[src/rtl/cic_pkg.sv]
package cic_pkg;
  localparam int WORD_W = 32;
  localparam int VEC_W  = 7;
  localparam int IDX_W  = $clog2(WORD_W);
  localparam logic [VEC_W-1:0] VEC_NONE = {VEC_W{1'b1}};

  typedef enum logic [2:0] {
    A_LO_CAUSE   = 3'd0,
    A_HI_CAUSE   = 3'd1,
    A_PORT_CAUSE = 3'd2,
    A_LO_MASK    = 3'd3,
    A_HI_MASK    = 3'd4,
    A_PORT_MASK  = 3'd5,
    A_VECTOR     = 3'd6
  } cic_addr_e;
endpackage

[src/rtl/cic_prio_msb.sv]
module cic_prio_msb #(
  parameter int W  = 32,
  parameter int IW = $clog2(W)
) (
  input  logic [W-1:0]  req,
  output logic          found,
  output logic [IW-1:0] idx
);
  always_comb begin
    found = 1'b0;
    idx   = '0;
    for (int i = 0; i < W; i++) begin
      if (req[i]) begin
        found = 1'b1;
        idx   = IW'(i);
      end
    end
  end
endmodule

[src/rtl/cic_port_group.sv]
module cic_port_group #(
  parameter int W       = 32,
  parameter int SUM_CNT = 4,
  parameter int IW      = $clog2(W)
) (
  input  logic               clk,
  input  logic               rst_n,
  input  logic [W-1:0]       src,
  input  logic [W-1:0]       mask,
  input  logic               wr_en,
  input  logic [W-1:0]       wr_keep,
  input  logic               vec_clr_en,
  input  logic [IW-1:0]      vec_clr_idx,
  output logic [W-1:0]       cause,
  output logic [SUM_CNT-1:0] summary
);
  localparam int SLICE_W = W / SUM_CNT;

  logic [W-1:0] src_q;
  logic [W-1:0] rise;
  logic [W-1:0] keep;
  logic [W-1:0] cause_d;
  logic         cause_en;
  logic [W-1:0] pend;

  assign rise = src & ~src_q;

  always_comb begin
    keep = '1;
    if (wr_en) keep = wr_keep;
    if (vec_clr_en) keep[vec_clr_idx] = 1'b0;
    cause_d  = (cause & keep) | rise;
    cause_en = wr_en | vec_clr_en | (|rise);
  end

  always_ff @(posedge clk or negedge rst_n) begin
    if (!rst_n) begin
      src_q <= '0;
      cause <= '0;
    end else begin
      src_q <= src;
      if (cause_en) cause <= cause_d;
    end
  end

  assign pend = cause & mask;

  for (genvar k = 0; k < SUM_CNT; k++) begin : g_slice
    assign summary[k] = |pend[k*SLICE_W +: SLICE_W];
  end
endmodule

[src/rtl/cic_vector_resolve.sv]
module cic_vector_resolve #(
  parameter int W       = 32,
  parameter int VW      = 7,
  parameter int SUM_LSB = 24,
  parameter int IW      = $clog2(W)
) (
  input  logic [W-1:0]  lo_pend,
  input  logic [W-1:0]  hi_pend,
  input  logic [W-1:0]  port_pend,
  output logic          valid,
  output logic [VW-1:0] vec,
  output logic          is_port,
  output logic [IW-1:0] port_idx
);
  logic          lo_hit, hi_hit, pt_hit;
  logic [IW-1:0] lo_idx, hi_idx;

  cic_prio_msb #(.W(W), .IW(IW)) u_lo (.req(lo_pend),   .found(lo_hit), .idx(lo_idx));
  cic_prio_msb #(.W(W), .IW(IW)) u_hi (.req(hi_pend),   .found(hi_hit), .idx(hi_idx));
  cic_prio_msb #(.W(W), .IW(IW)) u_pt (.req(port_pend), .found(pt_hit), .idx(port_idx));

  always_comb begin
    valid   = 1'b0;
    vec     = {VW{1'b1}};
    is_port = 1'b0;
    if (lo_hit) begin
      valid = 1'b1;
      vec   = VW'(lo_idx);
    end else if (hi_hit) begin
      if (int'(hi_idx) >= SUM_LSB) begin
        if (pt_hit) begin
          valid   = 1'b1;
          is_port = 1'b1;
          vec     = VW'(2 * W) + VW'(port_idx);
        end
      end else begin
        valid = 1'b1;
        vec   = VW'(W) + VW'(hi_idx);
      end
    end
  end
endmodule

[src/rtl/cascade_irq_ctrl.sv]
module cascade_irq_ctrl
  import cic_pkg::*;
#(
  parameter logic [31:0] LO_VALID     = 32'h3DFF_FFFE,
  parameter logic [31:0] HI_VALID     = 32'h0F00_0DB7,
  parameter logic [31:0] HI_MASK_INIT = 32'h0F00_0000,
  parameter int          SUM_LSB      = 24,
  parameter int          SUM_CNT      = 4
) (
  input  logic        clk,
  input  logic        rst_n,
  input  logic [31:0] main_lo_src,
  input  logic [31:0] main_hi_src,
  input  logic [31:0] port_src,
  input  logic        reg_wr,
  input  logic        reg_rd,
  input  logic [2:0]  reg_addr,
  input  logic [31:0] reg_wdata,
  output logic [31:0] reg_rdata,
  output logic        cpu_irq
);
  localparam logic [WORD_W-1:0] SUM_FIELD =
    WORD_W'({SUM_CNT{1'b1}}) << SUM_LSB;

  // reset: asserted asynchronously, released on the clock
  logic rst_meta, rst_sync_n;
  always_ff @(posedge clk or negedge rst_n) begin
    if (!rst_n) begin
      rst_meta   <= 1'b0;
      rst_sync_n <= 1'b0;
    end else begin
      rst_meta   <= 1'b1;
      rst_sync_n <= rst_meta;
    end
  end

  // level cause capture
  logic [WORD_W-1:0] lo_lvl_q, hi_lvl_q, hi_lvl_d;
  assign hi_lvl_d = main_hi_src & ~SUM_FIELD;

  always_ff @(posedge clk or negedge rst_sync_n) begin
    if (!rst_sync_n) begin
      lo_lvl_q <= '0;
      hi_lvl_q <= '0;
    end else begin
      lo_lvl_q <= main_lo_src;
      hi_lvl_q <= hi_lvl_d;
    end
  end

  // masks: next state
  logic [WORD_W-1:0] lo_mask_q, hi_mask_q, port_mask_q;
  logic [WORD_W-1:0] lo_mask_d, hi_mask_d, port_mask_d;
  logic              lo_mask_en, hi_mask_en, port_mask_en;

  always_comb begin
    lo_mask_en   = reg_wr && (reg_addr == A_LO_MASK);
    hi_mask_en   = reg_wr && (reg_addr == A_HI_MASK);
    port_mask_en = reg_wr && (reg_addr == A_PORT_MASK);
    lo_mask_d    = reg_wdata;
    hi_mask_d    = reg_wdata;
    port_mask_d  = reg_wdata;
  end

  always_ff @(posedge clk or negedge rst_sync_n) begin
    if (!rst_sync_n) begin
      lo_mask_q   <= '0;
      hi_mask_q   <= HI_MASK_INIT;
      port_mask_q <= '0;
    end else begin
      if (lo_mask_en)   lo_mask_q   <= lo_mask_d;
      if (hi_mask_en)   hi_mask_q   <= hi_mask_d;
      if (port_mask_en) port_mask_q <= port_mask_d;
    end
  end

  // port group
  logic [WORD_W-1:0]  port_cause;
  logic [SUM_CNT-1:0] port_sum;
  logic               port_wr;
  logic               vec_valid, vec_is_port, vec_clr;
  logic [VEC_W-1:0]   vec_num;
  logic [IDX_W-1:0]   vec_port_idx;

  assign port_wr = reg_wr && (reg_addr == A_PORT_CAUSE);
  assign vec_clr = reg_rd && (reg_addr == A_VECTOR) && vec_is_port;

  cic_port_group #(.W(WORD_W), .SUM_CNT(SUM_CNT), .IW(IDX_W)) u_port (
    .clk         (clk),
    .rst_n       (rst_sync_n),
    .src         (port_src),
    .mask        (port_mask_q),
    .wr_en       (port_wr),
    .wr_keep     (reg_wdata),
    .vec_clr_en  (vec_clr),
    .vec_clr_idx (vec_port_idx),
    .cause       (port_cause),
    .summary     (port_sum)
  );

  // main words with summary inserted
  logic [WORD_W-1:0] hi_cause;
  logic [WORD_W-1:0] lo_pend, hi_pend, port_pend;

  assign hi_cause  = hi_lvl_q | (WORD_W'(port_sum) << SUM_LSB);
  assign lo_pend   = lo_lvl_q & lo_mask_q & LO_VALID;
  assign hi_pend   = hi_cause & hi_mask_q & HI_VALID;
  assign port_pend = port_cause & port_mask_q;

  cic_vector_resolve #(.W(WORD_W), .VW(VEC_W), .SUM_LSB(SUM_LSB), .IW(IDX_W)) u_res (
    .lo_pend   (lo_pend),
    .hi_pend   (hi_pend),
    .port_pend (port_pend),
    .valid     (vec_valid),
    .vec       (vec_num),
    .is_port   (vec_is_port),
    .port_idx  (vec_port_idx)
  );

  assign cpu_irq = (|lo_pend) | (|hi_pend);

  // read mux
  always_comb begin
    case (reg_addr)
      A_LO_CAUSE:   reg_rdata = lo_lvl_q;
      A_HI_CAUSE:   reg_rdata = hi_cause;
      A_PORT_CAUSE: reg_rdata = port_cause;
      A_LO_MASK:    reg_rdata = lo_mask_q;
      A_HI_MASK:    reg_rdata = hi_mask_q;
      A_PORT_MASK:  reg_rdata = port_mask_q;
      A_VECTOR:     reg_rdata = {{(WORD_W-VEC_W-1){1'b0}}, vec_valid, vec_num};
      default:      reg_rdata = '0;
    endcase
  end
endmodule

[config.mk]
export PLATFORM = sky130hd
export DESIGN_NAME = cascade_irq_ctrl
export DESIGN_NICKNAME = d
export VERILOG_FILES = /design/src/rtl/cic_pkg.sv /design/src/rtl/cic_prio_msb.sv /design/src/rtl/cic_port_group.sv /design/src/rtl/cic_vector_resolve.sv /design/src/rtl/cascade_irq_ctrl.sv
export SDC_FILE = /design/constraint.sdc
export NUM_CORES = 1
export LEC_CHECK = 0
export BUFFER_PORTS_ARGS = -buffer_cell sky130_fd_sc_hd__buf_2
export CORE_MARGIN = 5
export CORE_UTILIZATION = 35
export CTS_BUF_LIST = sky130_fd_sc_hd__clkbuf_4 sky130_fd_sc_hd__clkbuf_8 sky130_fd_sc_hd__clkbuf_16
export DETAILED_ROUTE_END_ITERATION = 8
export PLACE_DENSITY = 0.55
export SLEW_MARGIN = 30
export SYNTH_ARGS = -nofsm -noshare
export SYNTH_HDL_FRONTEND = slang
export SYNTH_SLANG_ARGS = --single-unit
[constraint.sdc]
create_clock -name clk -period 6.7 [get_ports clk]
set_clock_uncertainty 0.05 [all_clocks]
set_input_delay 1.34 -clock clk [delete_from_list [all_inputs] [get_ports clk]]
set_output_delay 1.34 -clock clk [all_outputs]
set_load 0.05 [all_outputs]
-- Word-level counts from Yosys, hierarchy flattened
Cells that the tools add are included.
- add/subtract/negate cells: 2
- $lt $le $gt $ge: 3
- equal/unequal tests: 6
- muxes and demuxes: 160
- bitwise operators: 13
- reduce and logical (&&, ||, !) cells: 15
- operator list (cell ; count):
    2-to-1 mux 5 bit ; 68
    case mux 32 bit (7 select lines) ; 1
    AND 32 bit ; 4
    2-to-1 mux 1 bit ; 84
    2-to-1 mux 32 bit ; 2
    inverter 32 bit ; 2
    bitwise OR 32 x 28 -> 32 bit ; 1
    bitwise OR 32 bit ; 1
    OR reduction 32 bit ; 1
    OR reduction 8 bit ; 4
    AND 30 bit ; 1
    AND 28 bit ; 1
    2-to-1 mux 7 bit ; 4
    OR reduction 28 bit ; 1
    OR reduction 13 bit ; 1
    == test 3 bit (second input constant) ; 3
    adder 6 x 5 -> 7 bit (first input constant) ; 1
    adder 7 x 5 -> 7 bit (first input constant) ; 1
    logical AND 1 bit ; 7
    == test 3 x 2 -> 1 bit (second input constant) ; 2
    < comparator 5 x 6 -> 1 bit (second input constant) ; 1
    demux 1 bit (select 5 bit) ; 1
    >= comparator 5 x 1 -> 1 bit (second input constant) ; 1
    >= comparator 5 bit (second input constant) ; 1
    other kinds (3) ; 5
- register bits: 222
- input port bits: 135
- logic and storage cells: 208

-- Longest topological paths before layout
Gate-level depths: netlist (run 1).
- depth after elaboration: 41
- gate-level depth with buffers: 9
- gate-level depth less buffers: 7

-- Hierarchy
Synthesis (run 1) repeated with hierarchy kept, for this count alone.
- cells, all modules: 951
- area total of the unflattened synthesis: 10507.6 µm²
- modules (own cells, without submodules) (module ; instances ; cells each ; area each (µm²)):
    cascade_irq_ctrl ; 1 ; 537 ; 6819.0
    cic_port_group ; 1 ; 197 ; 2416.1
    cic_prio_msb ; 3 ; 62 ; 357.8
    cic_vector_resolve ; 1 ; 31 ; 198.9

-- Worst setup path after synthesis (run 1)
Ideal clock, no wire load.
- path kind: in2out
- from: input port reg_addr[2]
- to: output port reg_rdata[0]
- data arrival time: 3478 ps
- path slack: 1832 ps
- cell stages on the path: 5
- path buffers: 1
- cell sequence: buf_2 nand2_1 or2_2 or2_2 o31ai_1
- cells in the longest elaborated chain, start to end: 2
- elaborated cells between the ends (all ways): 8
- those cells by class: 6 x eq/ne; 1 x mux; 1 x reduce/logical
- ends and longest elaborated chain (item ; line ; source):
    from (decl) ; cascade_irq_ctrl.sv:17 ; input logic [2:0] reg_addr,
    == test 3 bit (tied with other cells) ; cascade_irq_ctrl.sv:124 ; case (reg_addr)
    case mux 32 bit (7 select lines) (*) ; cascade_irq_ctrl.sv:124 ;
    to (decl) ; cascade_irq_ctrl.sv:19 ; output logic [31:0] reg_rdata,
Every way passes the cells marked *; elsewhere a longest branch is shown, timed or not.

-- Worst setup path after layout (run 1)
- from: input port reg_addr[2]
- to: output port reg_rdata[19]
Same word-level chain as after synthesis.

==> results of run 1 <==
## cell usage after synthesis, drive strengths merged (14+ instances only)
library cell / count
o221ai: 16
inv: 38
mux2: 93
a21oi: 23
clkbuf: 23
a22oi: 104
o21ai: 58
nor2: 24
nand3: 41
buf: 14
dfrtp: 218
nand2: 65
## final timing paths
check	start	end	slack, ps	depth (start not counted)
worst max register to register	lo_mask_q[21]$_DFFE_PN0P_	u_port.cause[3]$_DFFE_PN0P_	3400	7
min in group asynchronous	rst_sync_n$_DFF_PN0_	hi_mask_q[12]$_DFFE_PN0P_	350	0
max in group asynchronous	rst_sync_n$_DFF_PN0_	u_port.cause[0]$_DFFE_PN0P_	5190	1
worst min register to register	rst_meta$_DFF_PN0_	rst_sync_n$_DFF_PN0_	300	0
worst min-delay path	rst_meta$_DFF_PN0_	rst_sync_n$_DFF_PN0_	300	0
worst max-delay path	reg_addr[2]	reg_rdata[19]	1640	7
## logic make-up after synthesis
| kind of cell | after synthesis | synth area share (%) |
|---|---|---|
| other | 1 | 0.0377 |
| buffers and inverters | 75 | 2.94 |
| DFF | 222 | 55.8 |
| AOI/OAI and AO/OA | 286 | 21.1 |
| muxes | 98 | 11.0 |
| and+or+nand+nor | 181 | 9.12 |
## power by group
| group | switching [mW] | leakage, nW | internal (mW) | total (mW) |
|---|---|---|---|---|
| Clock | 0.569 | 0.454 | 0.921 | 1.49 |
| Sequential | 0.168 | 2.54 | 1.51 | 1.68 |
| Combinational | 0.511 | 2.31 | 0.308 | 0.818 |
## layout make-up
| class | count | area (sq um) |
|---|---|---|
| inverter | 38 | 143 |
| sequential | 222 | 5560 |
| tap | 378 | 473 |
| multi-input combinational | 566 | 4130 |
| clock buffer | 40 | 823 |
| fill | 2718 | 15700 |
| clock inverter | 8 | 97.6 |
| timing repair buffer | 179 | 952 |
## metrics by stage
step	utilization (%)	cell area, sq um	power (mW)	worst slack (ps)
CTS	43.6	12200	4.01	1600
global placement	40.3	11200	2.50	1480
global route	43.6	12200	4.16	1520
finish	43.6	12200	3.99	1640
floorplan	-	9960	2.20	12.4
detailed placement	40.3	11300	2.51	1670
## registers in the layout, indices dropped and copies added, names as in the netlist
name and flops:
u_port.cause 32, port_mask_q 32, rst_meta 1, hi_lvl_q 28, lo_mask_q 32, hi_mask_q 32
rst_sync_n 1, lo_lvl_q 32, u_port.src_q 32
## worst reg2reg max path: stages (launching register included)
cell and delay (ps):
dfrtp_1 420, a22oi_1 490, and4_1 360, nand4_1 430, nor4_2 640, nand4_1 400
o221ai_1 270, o21ai_0 110
## routing by layer
metal	vias to the layer above	share of wire [%]	global-route usage, %
met4	2	2.3	5.31
met2	323	45	31.7
met5	-	0.033	0
li1	3641	-	-
met1	4128	46	30.6
met3	50	6.8	3.61
==> summary.txt, run 1 <==
Timing
  • Hold WS: 300 ps
  • Worst Tran Pin Value: about 950 ps
  • RSZ-0062 raised after global routing: no
  • Final worst path period share: 75.5%
  • Final hold viol count: 0
  • Setup_tns: 0 ps
  • # setup viols final: 0
  • Max Fclk: just under 200 MHz
  • Final min period: between 5000 and 6000 ps
  • Max-slew violations: 0
  • Slew HR: a little over a third

Layout
  • Commonest non-fill, non-tap cell in the layout: dfrtp_1
  • Inserted Diodes: 0
  • Area delta synth->final: 22.4%
  • Fin nets: about 1200
  • Non-Filler Instances: approximately 1400
  • Fraction of layout cells with a size suffix above 1: between 30% and 40%
  • Most frequent cells in the layout: dfrtp_1 (217), buf_2 (163), a22oi_1 (101)

Die
  • Die Span Y: 179 um
  • I/O Pins: between 150 and 200
  • Chip width: 179 um
  • Full die area: approximately 32000 sq um
  • Row cnt: 61
  • Initial Utilization: 35.7%
  • CORE AREA: about 28000 sq um

Logic synthesis
  • Synthesized area per cell: roughly 12 sq um
  • Yosys reg bits: 222
  • Mapped cell area: ~10000 sq um
  • Post-synth top area cell: dfrtp_1
  • Netlist cell types: 62
  • Sequential fraction of the synthesis area: about 56%
  • Synth top area share: around 55%
  • Yosys warning count: 0
  • Mapped Nets: around 1000
  • Main flop type after synthesis: dfrtp_1
  • Post-synth EDFFs: 0
  • Asr flop ratio synth: 100%
  • Top cells by area, synth: dfrtp_1 (55%), mux2_2 (11%), a22oi_1 (7.6%)
  • Mapped Cells: about 860

Routing
  • 1st-pass router iterations: 5
  • Drt initial violations: 844
  • Post-DR vias/cell: approximately 5.7
  • DR DRC count: 0
  • Antenna viol nets, final: 0
  • WL/cell: roughly 23 um
  • Detailed-route via count: roughly 8000
  • DRT Wirelength: approximately 33000 um

Worst setup path
  • Delay-heaviest family, CP: simple AND/OR/NAND/NOR gates
  • Kind of critical path: input port to output pin
  • CP max stage delay: around 800 ps
  • CP startpoint kind: input port
  • Critical Path, Cell by Cell: buf_2 -> nor2b_1 -> and2_1 -> buf_4 -> a22oi_1 -> nand3_1 -> buf_2
  • Crit. End Element: output pin
  • Worst EP required: approximately 5300 ps
  • Critical Path Most Common Cell: buf_2
  • Crit-path slowest cell: and2_1
  • Buf/Inv on CP: 3
  • Largest fanout on the critical path: 18
  • Arrival time worst endpoint: roughly 3700 ps

Pwr
  • Max IR drop VDD: 0.148 mV
  • Leak: 5.29 nW
  • Power Dens Cells: between 300 and 400 nW/um^2

Global routing
  • Largest net degree at the start of global routing: roughly 100
  • Vias in the first global route: between 8000 and 9000
  • First-pass GRT wire length: around 50000 um
  • Initial antenna violation count: 1
  • GRT Overall Usage: between 20 and 25%
  • Total grt overflow: 0

Clock tree
  • CTS tree: done
  • CTS buffer count: 26
  • Hold-fix buffers at CTS: 0
  • Clock sink count: between 200 and 250
  • Worst skew pair latency: about 530 ps
  • Clock Tree Buf Depth: 3
  • Post_cts resized: 0
  • H-tree lvl count: 1
  • Post-CTS Setup Bufs: 0
  • CTS root buf: clkbuf_16
  • Clock Pin Slew Worst Setup and Hold Paths: roughly 60 ps

Placed design
  • Placed Cells: 1383
  • RD Place Congestion: just under 0.9
  • HPWL Detailed: 23700 um
  • I/O Buffers: between 150 and 200

Hold path
  • HP Class: register to register

Flow run
  • Max-Cap Viols: 0

Outcome
  • Outcome: completed
Note: power is estimated with default switching activity, not from simulation.
==> run 2: changes to the inputs <==
--- a/config.mk
+++ b/config.mk
@@ -10,7 +10,7 @@
 export CORE_UTILIZATION = 35
 export CTS_BUF_LIST = sky130_fd_sc_hd__clkbuf_4 sky130_fd_sc_hd__clkbuf_8 sky130_fd_sc_hd__clkbuf_16
 export DETAILED_ROUTE_END_ITERATION = 8
-export PLACE_DENSITY = 0.55
+export PLACE_DENSITY = 0.53
 export SLEW_MARGIN = 30
 export SYNTH_ARGS = -nofsm -noshare
 export SYNTH_HDL_FRONTEND = slang
==> constraint.sdc (replaced) <==
create_clock -name clk -period 5.1 [get_ports clk]
set_clock_uncertainty 0.05 [all_clocks]
set_input_delay 1.02 -clock clk [delete_from_list [all_inputs] [get_ports clk]]
set_output_delay 1.02 -clock clk [all_outputs]
set_load 0.05 [all_outputs]
==> run 2 against run 1 <==
Against the previous run:
- final cell count is 0.63% higher
- largest cell class unchanged
- largest power group unchanged
- via count is 0.65% lower
- non-clock buffer count is 9 higher
- die area stayed put
- sequential share of layout area is 0.52 points lower
- global-route usage hardly changed
- critical path type is now register to output pin
==> summary.txt, run 2 (synthesized netlist as in run 1, its figures left out) <==
Worst setup path
  • Buf/Inv on CP: 1
  • R2r startpoint: u_port.cause[5]$_DFFE_PN0P_
  • Arrival time worst endpoint: between 3000 and 4000 ps
  • R2r worst-path depth: 7
  • Delay-heaviest family, CP: compound AO/OA/AOI/OAI gates
  • R2r setup slk: roughly 2000 ps
  • Critical Path, Cell by Cell: a22o_1 -> a31oi_1 -> o21ai_0 -> a2111oi_4 -> nor2_1 -> a221oi_1 -> o31ai_1 -> buf_2
  • Crit. End Element: output pin
  • CP startpoint kind: register
  • Kind of critical path: register to output pin
  • Reg2reg end: u_port.cause[15]$_DFFE_PN0P_
  • Worst EP required: 4030 ps
  • Worst Setup SP: u_port.cause[5]$_DFFE_PN0P_
  • Largest fanout on the critical path: 6
  • CP max stage delay: between 600 and 700 ps
  • Crit-path slowest cell: a2111oi_4

Routing
  • DRT Wirelength: between 30000 and 40000 um
  • 1st-pass router iterations: 5
  • Detailed-route via count: 8091
  • DR DRC count: 0
  • Drt initial violations: between 800 and 900
  • WL/cell: about 23 um
  • Post-DR vias/cell: between 5 and 6
  • Antenna viol nets, final: 0

Timing
  • Final min period: 4450 ps
  • Max Fclk: around 220 MHz
  • Setup_tns: 0 ps
  • Slew HR: between 40% and 50%
  • RSZ-0062 raised after global routing: no
  • Max-slew violations: 0
  • Final worst path period share: between 80% and 90%
  • Worst Tran Pin Value: 900 ps
  • Final hold viol count: 0
  • # setup viols final: 0

Clock tree
  • Clock Tree Buf Depth: 3
  • H-tree lvl count: 1
  • Hold-fix buffers at CTS: 0
  • CTS root buf: clkbuf_16
  • Post_cts resized: 0
  • Clock sink count: about 220
  • CTS tree: done
  • Post-CTS Setup Bufs: 0
  • Clock Pin Slew Worst Setup and Hold Paths: 60 ps
  • Worst skew pair latency: 540 ps
  • CTS buffer count: 26

Global routing
  • Vias in the first global route: around 8000
  • Initial antenna violation count: 1
  • First-pass GRT wire length: approximately 50000 um
  • GRT Overall Usage: 20.7%
  • Largest net degree at the start of global routing: between 100 and 150
  • Total grt overflow: 0

Pwr
  • Max IR drop VDD: 0.241 mV
  • Power Dens Cells: approximately 440 nW/um^2
  • Leak: 5.37 nW

Die
  • Die Span Y: ~180 um
  • Full die area: roughly 32000 sq um
  • CORE AREA: 27900 sq um
  • I/O Pins: ~170
  • Row cnt: slightly above 60
  • Initial Utilization: between 30% and 40%
  • Chip width: 179 um

Placed design
  • RD Place Congestion: 0.904
  • HPWL Detailed: about 24000 um
  • I/O Buffers: roughly 160

Layout
  • Inserted Diodes: 0
  • Commonest non-fill, non-tap cell in the layout: dfrtp_1
  • Fraction of layout cells with a size suffix above 1: about a third
  • Area delta synth->final: 23.8%
  • Fin nets: 1177
  • Most frequent cells in the layout: dfrtp_1 (217), buf_2 (163), a22oi_1 (101)
  • Core Util, Final: between 40% and 50%

Flow run
  • Max-Cap Viols: 0

Hold path
  • HP Class: register to asynchronous set/reset pin

Outcome
  • Outcome: completed
==> run 2: cell count changes in the layout (fill, tap and decap cells not counted), moves of 2 or more <==
cell        before  now
clkbuf_4         5    3
clkbuf_8         8    4
bufinv_16        2    6
clkinv_2         3    6
clkinvlp_4       3    1
buf_4           14   23
==> run 2: worst max-delay path by stage <==
stage / cells past startpoint / end / slack, ps
2_1_floorplan: 5 / reg_rdata[0] / 870
3_3_place_gp: 7 / reg_rdata[23] / 800
3_5_place_dp: 7 / reg_rdata[23] / 770
5_1_grt: 8 / reg_rdata[0] / 480
6_report: 8 / reg_rdata[0] / 650
4_1_cts: 8 / reg_rdata[0] / 600
==> run 2: stage by stage <==
stage | setup slack (ps) | instance area, sq um | hold WS (ps) | total power [mW] | cells
detailed placement | 768 | 11300 | 291 | 3.31 | 1391
global route | 476 | 12300 | 196 | 5.61 | 1440
global placement | 800 | 11300 | 287 | 3.29 | 1391
CTS | 596 | 12300 | 203 | 5.42 | 1439
floorplan | 872 | 9960 | 281 | 2.90 | 863
finish | 647 | 12300 | 172 | 5.38 | 1440
==> run 2: layout make-up <==
class / count / area (sq um)
clock inverter: 14 / 226
timing repair buffer: 188 / 1040
multi-input combinational: 566 / 4130
sequential: 222 / 5560
inverter: 38 / 143
clock buffer: 34 / 753
tap: 378 / 473
fill: 2734 / 15600
==> run 2: power by group <==
| group | total, mW | switching (mW) | internal, mW |
|---|---|---|---|
| registers | 2.21 | 0.218 | 1.99 |
| logic | 1.09 | 0.678 | 0.409 |
| clock network | 2.09 | 0.746 | 1.34 |
| total | 5.38 | 1.64 | 3.74 |
==> run 2: per-layer routing <==
metal  GRT usage [%]  routed length [um]
met5               0                  12
met4            5.08                 731
met3            3.37                2310
met2            31.3               14600
met1            31.1               15500
